### src/rtl/pff_pkg.sv
package pff_pkg;

  typedef enum logic [1:0] {
    PF_RGB16  = 2'd0,
    PF_RGB18P = 2'd1,
    PF_RGB24  = 2'd2,
    PF_RGB24S = 2'd3
  } pix_fmt_e;

  localparam int FMT_W = 2;

  // storage cost of one pixel in quarter-byte slices
  function automatic logic [3:0] slices_of(input pix_fmt_e f);
    case (f)
      PF_RGB16:  slices_of = 4'd8;
      PF_RGB18P: slices_of = 4'd9;
      default:   slices_of = 4'd12;
    endcase
  endfunction

  // bytes kept free below depth: six pixels in flight, 24-bit keeps one spare
  function automatic logic [4:0] headroom_of(input pix_fmt_e f);
    case (f)
      PF_RGB16:  headroom_of = 5'd12;
      PF_RGB18P: headroom_of = 5'd14;
      default:   headroom_of = 5'd19;
    endcase
  endfunction

endpackage

### src/rtl/pff_store.sv
module pff_store #(
  parameter int PIX_W   = 24,
  parameter int ENTRIES = 32,
  localparam int DW     = PIX_W + pff_pkg::FMT_W,
  localparam int AW     = (ENTRIES > 1) ? $clog2(ENTRIES) : 1,
  localparam int CW     = $clog2(ENTRIES + 1)
) (
  input  logic          clk,
  input  logic          rst_ni,
  input  logic          flush,
  input  logic          wr_en,
  input  logic [DW-1:0] wr_data,
  input  logic          rd_en,
  output logic [DW-1:0] rd_data,
  output logic [CW-1:0] count
);

  logic [DW-1:0] mem [ENTRIES];
  logic [AW-1:0] wr_ptr_q, wr_ptr_d;
  logic [AW-1:0] rd_ptr_q, rd_ptr_d;
  logic [CW-1:0] cnt_q, cnt_d;

  function automatic logic [AW-1:0] bump(input logic [AW-1:0] p);
    if (p == AW'(ENTRIES - 1)) bump = '0;
    else                       bump = p + AW'(1);
  endfunction

  always_comb begin
    wr_ptr_d = wr_ptr_q;
    rd_ptr_d = rd_ptr_q;
    cnt_d    = cnt_q;
    if (flush) begin
      wr_ptr_d = '0;
      rd_ptr_d = '0;
      cnt_d    = '0;
    end else begin
      if (wr_en) wr_ptr_d = bump(wr_ptr_q);
      if (rd_en) rd_ptr_d = bump(rd_ptr_q);
      case ({wr_en, rd_en})
        2'b10:   cnt_d = cnt_q + CW'(1);
        2'b01:   cnt_d = cnt_q - CW'(1);
        default: cnt_d = cnt_q;
      endcase
    end
  end

  always_ff @(posedge clk or negedge rst_ni) begin
    if (!rst_ni) begin
      wr_ptr_q <= '0;
      rd_ptr_q <= '0;
      cnt_q    <= '0;
    end else begin
      wr_ptr_q <= wr_ptr_d;
      rd_ptr_q <= rd_ptr_d;
      cnt_q    <= cnt_d;
    end
  end

  always_ff @(posedge clk) begin
    if (wr_en && !flush) mem[wr_ptr_q] <= wr_data;
  end

  assign rd_data = mem[rd_ptr_q];
  assign count   = cnt_q;

endmodule

### src/rtl/pff_level.sv
module pff_level #(
  parameter int DEPTH_BYTES = 64,
  parameter int LVL_W       = 7,
  parameter int SU_W        = 9,
  localparam int CMP_W      = (SU_W + 1 > LVL_W) ? SU_W + 1 : LVL_W
) (
  input  logic             en,
  input  pff_pkg::pix_fmt_e fmt,
  input  logic             lvl_auto,
  input  logic [LVL_W-1:0] lvl_man,
  input  logic [SU_W-1:0]  occ_units,
  output logic             fetch_req
);
  import pff_pkg::*;

  logic [LVL_W-1:0] lvl_auto_val;
  logic [LVL_W-1:0] level;
  logic [SU_W:0]    rounded;
  logic [SU_W:0]    occ_bytes;

  always_comb begin
    lvl_auto_val = LVL_W'(DEPTH_BYTES) - LVL_W'(headroom_of(fmt));
    level        = lvl_auto ? lvl_auto_val : lvl_man;
    rounded      = {1'b0, occ_units} + (SU_W + 1)'(3);
    occ_bytes    = rounded >> 2;
    fetch_req    = en && (CMP_W'(occ_bytes) < CMP_W'(level));
  end

endmodule

### src/rtl/pff_ctrl.sv
module pff_ctrl #(
  parameter int              PIX_W     = 24,
  parameter int              ENTRIES   = 32,
  parameter int              CAP_UNITS = 256,
  parameter int              SU_W      = 9,
  parameter logic [PIX_W-1:0] FILL_PIX = '0,
  localparam int DW = PIX_W + pff_pkg::FMT_W,
  localparam int CW = $clog2(ENTRIES + 1)
) (
  input  logic              clk,
  input  logic              rst_ni,
  input  logic              en,
  input  pff_pkg::pix_fmt_e fmt,
  input  logic              clr_sw,
  input  logic              sof,
  input  logic              clr_sof_en,
  input  logic              wait_hs,
  input  logic              unf_trig,
  input  logic              hstart,
  input  logic              in_valid,
  input  logic [PIX_W-1:0]  in_pix,
  input  logic              pop,
  input  logic [CW-1:0]     st_count,
  input  logic [DW-1:0]     st_rd_data,
  output logic              st_flush,
  output logic              st_wr_en,
  output logic [DW-1:0]     st_wr_data,
  output logic              st_rd_en,
  output logic [SU_W-1:0]   occ_units,
  output logic [PIX_W-1:0]  out_pix,
  output logic              ovf_flag,
  output logic              unf_flag,
  output logic              unf_pulse
);
  import pff_pkg::*;

  logic [SU_W-1:0]  occ_q, occ_d;
  logic [PIX_W-1:0] out_q, out_d;
  logic             ovf_q, ovf_d, unf_q, unf_d, pls_q, pls_d, arm_q, arm_d;
  logic             sw_clear, gate, take, empty, push_try, fits;
  logic [3:0]       in_units, head_units;
  logic [SU_W:0]    occ_plus;
  pix_fmt_e         head_fmt;

  always_comb begin
    sw_clear   = !en && clr_sw;
    st_flush   = sw_clear || (clr_sof_en && sof);
    gate       = en && (arm_q || !wait_hs);
    take       = pop && gate && !st_flush;
    empty      = (st_count == '0);
    st_rd_en   = take && !empty;
    head_fmt   = pix_fmt_e'(st_rd_data[DW-1:PIX_W]);
    head_units = slices_of(head_fmt);
    in_units   = slices_of(fmt);
    occ_plus   = {1'b0, occ_q} + (SU_W + 1)'(in_units);
    fits       = occ_plus <= (SU_W + 1)'(CAP_UNITS);
    push_try   = in_valid && en && !st_flush;
    st_wr_en   = push_try && fits;
    st_wr_data = {fmt, in_pix};
  end

  always_comb begin
    if (st_flush) occ_d = '0;
    else occ_d = occ_q + (st_wr_en ? SU_W'(in_units) : '0)
                       - (st_rd_en ? SU_W'(head_units) : '0);
    ovf_d = sw_clear ? 1'b0 : (ovf_q || (push_try && !fits));
    unf_d = sw_clear ? 1'b0 : (unf_q || (take && empty));
    pls_d = take && empty && unf_trig;
    if (!en)         arm_d = 1'b0;
    else if (hstart) arm_d = 1'b1;
    else             arm_d = arm_q;
    out_d = st_rd_en ? st_rd_data[PIX_W-1:0] : FILL_PIX;
  end

  always_ff @(posedge clk or negedge rst_ni) begin
    if (!rst_ni) begin
      occ_q <= '0;
      ovf_q <= 1'b0;
      unf_q <= 1'b0;
      pls_q <= 1'b0;
      arm_q <= 1'b0;
    end else begin
      occ_q <= occ_d;
      ovf_q <= ovf_d;
      unf_q <= unf_d;
      pls_q <= pls_d;
      arm_q <= arm_d;
    end
  end

  // output register loads only on a pop (clock enable)
  always_ff @(posedge clk or negedge rst_ni) begin
    if (!rst_ni)  out_q <= FILL_PIX;
    else if (pop) out_q <= out_d;
  end

  assign occ_units = occ_q;
  assign out_pix   = out_q;
  assign ovf_flag  = ovf_q;
  assign unf_flag  = unf_q;
  assign unf_pulse = pls_q;

endmodule

### src/rtl/pixel_fetch_fifo.sv
module pixel_fetch_fifo #(
  parameter int               PIX_W       = 24,
  parameter int               DEPTH_BYTES = 64,
  parameter logic [PIX_W-1:0] FILL_PIX    = 24'h108080,
  localparam int LVL_W     = $clog2(DEPTH_BYTES + 1),
  localparam int LVL_HI_W  = (LVL_W > 6) ? LVL_W - 6 : 1
) (
  input  logic                clk,
  input  logic                rst_n,
  input  logic                en,
  input  logic [1:0]          cfg_fmt,
  input  logic                cfg_lvl_auto,
  input  logic [5:0]          cfg_lvl_lo,
  input  logic [LVL_HI_W-1:0] cfg_lvl_hi,
  input  logic                cfg_clr_sof,
  input  logic                cfg_wait_hs,
  input  logic                cfg_unf_trig,
  input  logic                fifo_clr,
  input  logic                frame_start,
  input  logic                hstart,
  input  logic                in_valid,
  input  logic [PIX_W-1:0]    in_pix,
  output logic                in_ready,
  output logic                fetch_req,
  input  logic                pop,
  output logic [PIX_W-1:0]    out_pix,
  output logic                ovf_flag,
  output logic                unf_flag,
  output logic                unf_pulse
);
  import pff_pkg::*;

  localparam int CAP_UNITS = DEPTH_BYTES * 4;
  localparam int ENTRIES   = DEPTH_BYTES / 2;
  localparam int SU_W      = $clog2(CAP_UNITS + 1);
  localparam int DW        = PIX_W + FMT_W;
  localparam int CW        = $clog2(ENTRIES + 1);

  // reset: asserted asynchronously, released on the clock
  logic rst_s1, rst_ni;
  always_ff @(posedge clk or negedge rst_n) begin
    if (!rst_n) begin
      rst_s1 <= 1'b0;
      rst_ni <= 1'b0;
    end else begin
      rst_s1 <= 1'b1;
      rst_ni <= rst_s1;
    end
  end

  pix_fmt_e        fmt;
  logic            st_flush, st_wr_en, st_rd_en;
  logic [DW-1:0]   st_wr_data, st_rd_data;
  logic [CW-1:0]   st_count;
  logic [SU_W-1:0] occ_units;
  logic [LVL_W-1:0] lvl_man;

  assign fmt      = pix_fmt_e'(cfg_fmt);
  assign lvl_man  = LVL_W'({cfg_lvl_hi, cfg_lvl_lo});
  assign in_ready = en;

  pff_store #(.PIX_W(PIX_W), .ENTRIES(ENTRIES)) u_store (
    .clk     (clk),
    .rst_ni  (rst_ni),
    .flush   (st_flush),
    .wr_en   (st_wr_en),
    .wr_data (st_wr_data),
    .rd_en   (st_rd_en),
    .rd_data (st_rd_data),
    .count   (st_count)
  );

  pff_ctrl #(
    .PIX_W(PIX_W), .ENTRIES(ENTRIES), .CAP_UNITS(CAP_UNITS),
    .SU_W(SU_W), .FILL_PIX(FILL_PIX)
  ) u_ctrl (
    .clk        (clk),
    .rst_ni     (rst_ni),
    .en         (en),
    .fmt        (fmt),
    .clr_sw     (fifo_clr),
    .sof        (frame_start),
    .clr_sof_en (cfg_clr_sof),
    .wait_hs    (cfg_wait_hs),
    .unf_trig   (cfg_unf_trig),
    .hstart     (hstart),
    .in_valid   (in_valid),
    .in_pix     (in_pix),
    .pop        (pop),
    .st_count   (st_count),
    .st_rd_data (st_rd_data),
    .st_flush   (st_flush),
    .st_wr_en   (st_wr_en),
    .st_wr_data (st_wr_data),
    .st_rd_en   (st_rd_en),
    .occ_units  (occ_units),
    .out_pix    (out_pix),
    .ovf_flag   (ovf_flag),
    .unf_flag   (unf_flag),
    .unf_pulse  (unf_pulse)
  );

  pff_level #(.DEPTH_BYTES(DEPTH_BYTES), .LVL_W(LVL_W), .SU_W(SU_W)) u_level (
    .en        (en),
    .fmt       (fmt),
    .lvl_auto  (cfg_lvl_auto),
    .lvl_man   (lvl_man),
    .occ_units (occ_units),
    .fetch_req (fetch_req)
  );

endmodule

### config.mk
export PLATFORM = sky130hd
export DESIGN_NAME = pixel_fetch_fifo
export DESIGN_NICKNAME = d
export VERILOG_FILES = /design/src/rtl/pff_pkg.sv /design/src/rtl/pff_store.sv /design/src/rtl/pff_level.sv /design/src/rtl/pff_ctrl.sv /design/src/rtl/pixel_fetch_fifo.sv
export SDC_FILE = /design/constraint.sdc
export NUM_CORES = 1
export LEC_CHECK = 0
export BUFFER_PORTS_ARGS = -buffer_cell sky130_fd_sc_hd__clkbuf_2
export CAP_MARGIN = 20
export CORE_UTILIZATION = 34
export CTS_CLUSTER_SIZE = 40
export DETAILED_ROUTE_END_ITERATION = 12
export PLACE_DENSITY_LB_ADDON = 0.1
export RECOVER_POWER = 50
export REMOVE_ABC_BUFFERS = 1
export SLEW_MARGIN = 20
export SYNTH_ARGS = -nofsm -noshare
export SYNTH_HDL_FRONTEND = slang
export SYNTH_SLANG_ARGS = --single-unit
### constraint.sdc
create_clock -name clk -period 3.05 [get_ports clk]
set_input_delay 0.61 -clock clk [delete_from_list [all_inputs] [get_ports clk]]
set_output_delay 0.61 -clock clk [all_outputs]
set_load 0.1 [all_outputs]
==> results.md <==
Cells and area:
- The filler cells instantiated in the layout total roughly 8700.
- The area of the multi-input gates is 0.00840 mm².
- In the final layout, the share of cells above drive strength 1 is 0.373.
- In the final design database the tool counted 2117 nets.
- In the final layout, flip-flops and latches occupy 0.0264 mm².
- The library cells used most frequently in the layout, excluding fill and tap cells, are sky130_fd_sc_hd__edfxtp_1 (832), sky130_fd_sc_hd__mux4_2 (208), sky130_fd_sc_hd__buf_4 (131).
- The number of standard cells in the final layout excluding fillers is 3474.
- The signed area change from the synthesized netlist to the final layout is 27.3%.
- The most common cell after layout, fill and taps aside is sky130_fd_sc_hd__edfxtp_1.

STA:
- Setup repair after global routing could not meet its margin everywhere.
- The transition time of the tightest slew-check pin is 1.36 ns.
- The worst path setup slack after routing is -0.820 ns.
- The maximum achievable frequency is 258 MHz.
- Dividing the final minimum period by the clock period gives 1.27.
- In the final timing run, aggregate negative setup slack is -406.66 ns.
- Measured against its own limit, the worst slew margin works out to 0.0946.
- Across the routed clock network, the largest skew measured is 0.0237 ns.
- The final-report hold violation count was 0.
- Counting I/O delays and the setup requirement, the final critical path takes 3.87 ns.
- Setup violations remaining at the end of the flow were counted as 846.
- The number of max-slew violations in the final report is 0.

Synthesis:
- Among all flip-flop cells after synthesis, the most frequent one is sky130_fd_sc_hd__edfxtp_1.
- The synthesized-area fraction occupied by ao, oa, aoi and oai cells came to 0.0428.
- Of the total synthesized cell area, the portion taken by AND, OR, NAND and NOR gates is 0.0262.
- After synthesis, the largest family of logic cells by area is multiplexers.
- The sequential-to-total area share from yosys stat is 0.757.
- In this run, distinct cell masters in the synthesized netlist total 61.
- The register bit count reported by yosys is 887.
- The mux share of post-synthesis cell area is 0.138.
- Of the total synthesized cell area, the portion taken by XOR and XNOR cells is 0.00453.
- The adder-cell share of the synthesized area is 0.0152.
- In this run the cell area of the synthesized design comes to 0.0348 mm².
- The synthesized area per cell is ~21 µm².
- The number of instances in the synthesized netlist is 1647.
- The synthesized design contains 832 enable-type register cells.
- The share of synthesized registers carrying an async set or reset is 0.0620.
- For this run, the number of Yosys warnings is 0.

Die:
- The x dimension of the die is 322 µm.
- The number of rows created at floorplan is 116.
- The area inside the core boundary is 0.101 mm².
- The number of primary I/O pins is 74.
- In this run the vertical extent of the chip is 322 µm.
- The starting utilization of the core area is 0.346.
- The area of the die is 0.104 mm².

Clock tree:
- After clock tree synthesis, the clock-pin slew on the worst setup and hold paths is 0.06 ns.
- The H-tree level count is 3.
- The buffer type at the clock tree root is sky130_fd_sc_hd__clkbuf_16.
- The number of buffers added by the clock tree synthesis step is 98.
- The maximum count of clock buffers along a single path is 3.
- TritonCTS built the clock tree.
- The source-to-sink clock delay at the later pin of the worst-skew pair is 0.67 ns.
- For this design, the sink count on the clock tree is 887.

Critical path:
- The most numerous cell type found on the critical path is sky130_fd_sc_hd__ha_4.
- STA puts the critical path data required time at approximately 3.6 ns.
- The largest driver fanout on the critical path is 3.
- The cell family with the largest share of critical-path delay is adder cells.
- The startpoint type of the worst setup path is a flip-flop.
- STA classifies the critical path endpoint as a flip-flop.
- Counting both buffers and inverters, the worst setup path holds a total of 1.
- The highest cell delay on the worst timing path is 0.54 ns.
- Data on the critical path arrives at its endpoint at 4.43 ns.
- Traced cell by cell, the critical path runs through ha_2, ha_4, xnor2_2, nand2_1, or4_4, o32a_4, nor2_4, nand2_2, fa_1, inv_2, ha_4, nor2b_4, o21ai_2, nand2b_1, a311o_1, a21o_1, a21oi_1.
- Among all stages on the critical path, the largest delay is contributed by sky130_fd_sc_hd__fa_1.
- The type of the worst setup path is reg -> reg.

Flow run:
- The tool flagged a number of max-cap violations equal to 0.

Placed design:
- After legalization and detailed placement, the total HPWL measured 55600 µm.
- At the end of routability-driven placement, the weighted congestion stood at ~0.74.
- Buffers placed on the I/O ports in this run total 73.
- The total placed cells including tap cells is 3179.

GRT:
- The global-route wire length before repair is roughly 140000 µm.
- The initial antenna violation count came to 3.
- The total routing resource utilization after global routing is 0.193.
- The via count of the first global-routing pass is 18900.
- The pin count of the biggest net entering global routing is 47.
- The total overflow left after global routing is 0.

Pwr:
- The power density relative to cell area is between 600 and 700 mW/mm².
- IR analysis of the VDD net gives a maximum drop of 0.461 mV.
- Summed over all cells, the static leakage comes to 0.0145 µW.

Drt:
- Using the TritonRoute via totals, the vias-per-cell ratio works out to 5.28.
- After detailed routing, the number of remaining DRC violations is 0.
- For this block, the routed nets add up to 101000 µm of wire.
- After detailed routing, the average wire length per cell comes to 29.1 µm.
- The final route contains 18400 vias.
- The initial detailed-routing violation count is approximately 1700.
- The count of nets left with antenna violations once routing finished came out at 0.
- For this run, the detailed router's first-pass iteration total came to 5.

Min path:
- The tightest min-delay check is of the in -> reg type.

Status:
- The checks that failed: negative setup slack.
- The run finished, with violations left.
## routing by layer
metal  global-route usage  vias to the layer above  share of wire
li1                     -                     7725              -
met1                0.276                    10100           0.45
met2                0.312                      451           0.48
met3               0.0278                      125          0.044
met4               0.0456                        2          0.020
met5                    0                        -        0.00013
## worst register-to-register path: stages (launching register included)
cell and delay, ns:
sky130_fd_sc_hd__dfrtp_1 0.38, sky130_fd_sc_hd__ha_2 0.21, sky130_fd_sc_hd__ha_4 0.17, sky130_fd_sc_hd__xnor2_2 0.14, sky130_fd_sc_hd__nand2_1 0.09, sky130_fd_sc_hd__or4_4 0.50
sky130_fd_sc_hd__o32a_4 0.34, sky130_fd_sc_hd__nor2_4 0.10, sky130_fd_sc_hd__nand2_2 0.07, sky130_fd_sc_hd__fa_1 0.54, sky130_fd_sc_hd__inv_2 0.05, sky130_fd_sc_hd__ha_4 0.21
sky130_fd_sc_hd__nor2b_4 0.12, sky130_fd_sc_hd__o21ai_2 0.10, sky130_fd_sc_hd__nand2b_1 0.11, sky130_fd_sc_hd__a311o_1 0.39, sky130_fd_sc_hd__a21o_1 0.16, sky130_fd_sc_hd__a21oi_1 0.13
## worst paths after layout
kind / cells after the start / startpoint / slack (ns) / endpoint
hold / removal: 2 / cfg_unf_trig / 0.18 / u_ctrl.unf_pulse$_DFF_PN0_
setup / recovery: 17 / u_ctrl.occ_units[0]$_DFF_PN0_ / -0.82 / u_ctrl.occ_units[8]$_DFF_PN0_
setup reg to reg: 17 / u_ctrl.occ_units[0]$_DFF_PN0_ / -0.82 / u_ctrl.occ_units[8]$_DFF_PN0_
max in group asynchronous: 1 / rst_ni$_DFF_PN0_ / 1.87 / u_ctrl.out_pix[15]$_DFFE_PN1P_
hold reg to reg: 0 / rst_s1$_DFF_PN0_ / 0.35 / rst_ni$_DFF_PN0_
min in group asynchronous: 2 / rst_n / 0.28 / rst_ni$_DFF_PN0_
## flip-flops by register name (all words and copies together), names as in the netlist
register,flops
u_ctrl.unf_flag,1
u_ctrl.unf_pulse,1
u_ctrl.arm_q,1
u_ctrl.out_pix,24
u_store.count,6
u_store.wr_ptr_q,5
rst_s1,1
u_store.mem,832
u_ctrl.occ_units,9
rst_ni,1
u_store.rd_ptr_q,5
u_ctrl.ovf_flag,1
## per-stage QoR
stage | util | worst slack [ns] | hold slack (ns) | instance area [µm²] | power (µW)
2_1_floorplan | - | -7.97 | 0.314 | 34400 | 16200
3_3_place_gp | 0.388 | -1.59 | 0.344 | 39000 | 17100
3_5_place_dp | 0.388 | -1.57 | 0.338 | 39000 | 17100
4_1_cts | 0.433 | -0.802 | 0.138 | 43600 | 29100
5_1_grt | 0.440 | -0.969 | 0.160 | 44300 | 29900
6_report | 0.440 | -0.820 | 0.176 | 44300 | 28900
## area by class of cell
type | instances | area share
antenna | 1 | 0.0000565
inverter | 21 | 0.00178
clock buffer | 137 | 0.0623
sequential | 887 | 0.595
timing repair buffer | 372 | 0.103
tap | 1357 | 0.0383
clock inverter | 47 | 0.00997
multi-input combinational | 652 | 0.190
## kinds of logic (layout without fill, tap and decap cells)
| family | count (synthesis) | count (layout) |
|---|---|---|
| compound gates | 184 | 184 |
| xor+xnor | 18 | 18 |
| fa+ha+maj | 40 | 40 |
| buf+inv | 108 | 577 |
| flops | 887 | 887 |
| mux | 221 | 221 |
| other cells | 1 | 2 |
| simple gates | 188 | 188 |
## cells in the mapped netlist (10+ instances only)
| cell | count | area (µm²) |
|---|---|---|
| sky130_fd_sc_hd__mux4_2 | 208 | 4680 |
| sky130_fd_sc_hd__a21oi_1 | 23 | 115 |
| sky130_fd_sc_hd__xnor2_1 | 12 | 105 |
| sky130_fd_sc_hd__nor2_1 | 68 | 255 |
| sky130_fd_sc_hd__edfxtp_1 | 832 | 25000 |
| sky130_fd_sc_hd__inv_1 | 19 | 71.3 |
| sky130_fd_sc_hd__nand3_1 | 18 | 90.1 |
| sky130_fd_sc_hd__nand2_1 | 32 | 120 |
| sky130_fd_sc_hd__o21ai_0 | 10 | 50.1 |
| sky130_fd_sc_hd__ha_1 | 36 | 450 |
| sky130_fd_sc_hd__buf_2 | 20 | 100 |
| sky130_fd_sc_hd__a22o_1 | 43 | 377 |
| sky130_fd_sc_hd__clkbuf_1 | 42 | 158 |
| sky130_fd_sc_hd__o221ai_1 | 21 | 184 |
| sky130_fd_sc_hd__a221oi_1 | 45 | 394 |
| sky130_fd_sc_hd__mux2i_1 | 11 | 110 |
| sky130_fd_sc_hd__dfrtp_1 | 52 | 1300 |
| sky130_fd_sc_hd__buf_4 | 16 | 120 |
| sky130_fd_sc_hd__nand2b_1 | 27 | 169 |
## report_power, final
part	switching [µW]	internal (µW)	leakage, µW
clock network	4850	6840	0.00155
logic	1920	1690	0.00474
registers	113	13500	0.00821
total	6890	22000	0.0145
## timing repair
action / in CTS / in global routing
pin swaps: 35 / 30
hold buffers: 1 / 0
gates cloned: 18 / 14
gates resized for setup: 93 / 57
hold endpoints to repair: 2 / 0
setup endpoints to repair: 861 / 855
buffers inserted: 47 / 41
(Power assumes the default switching activity.)
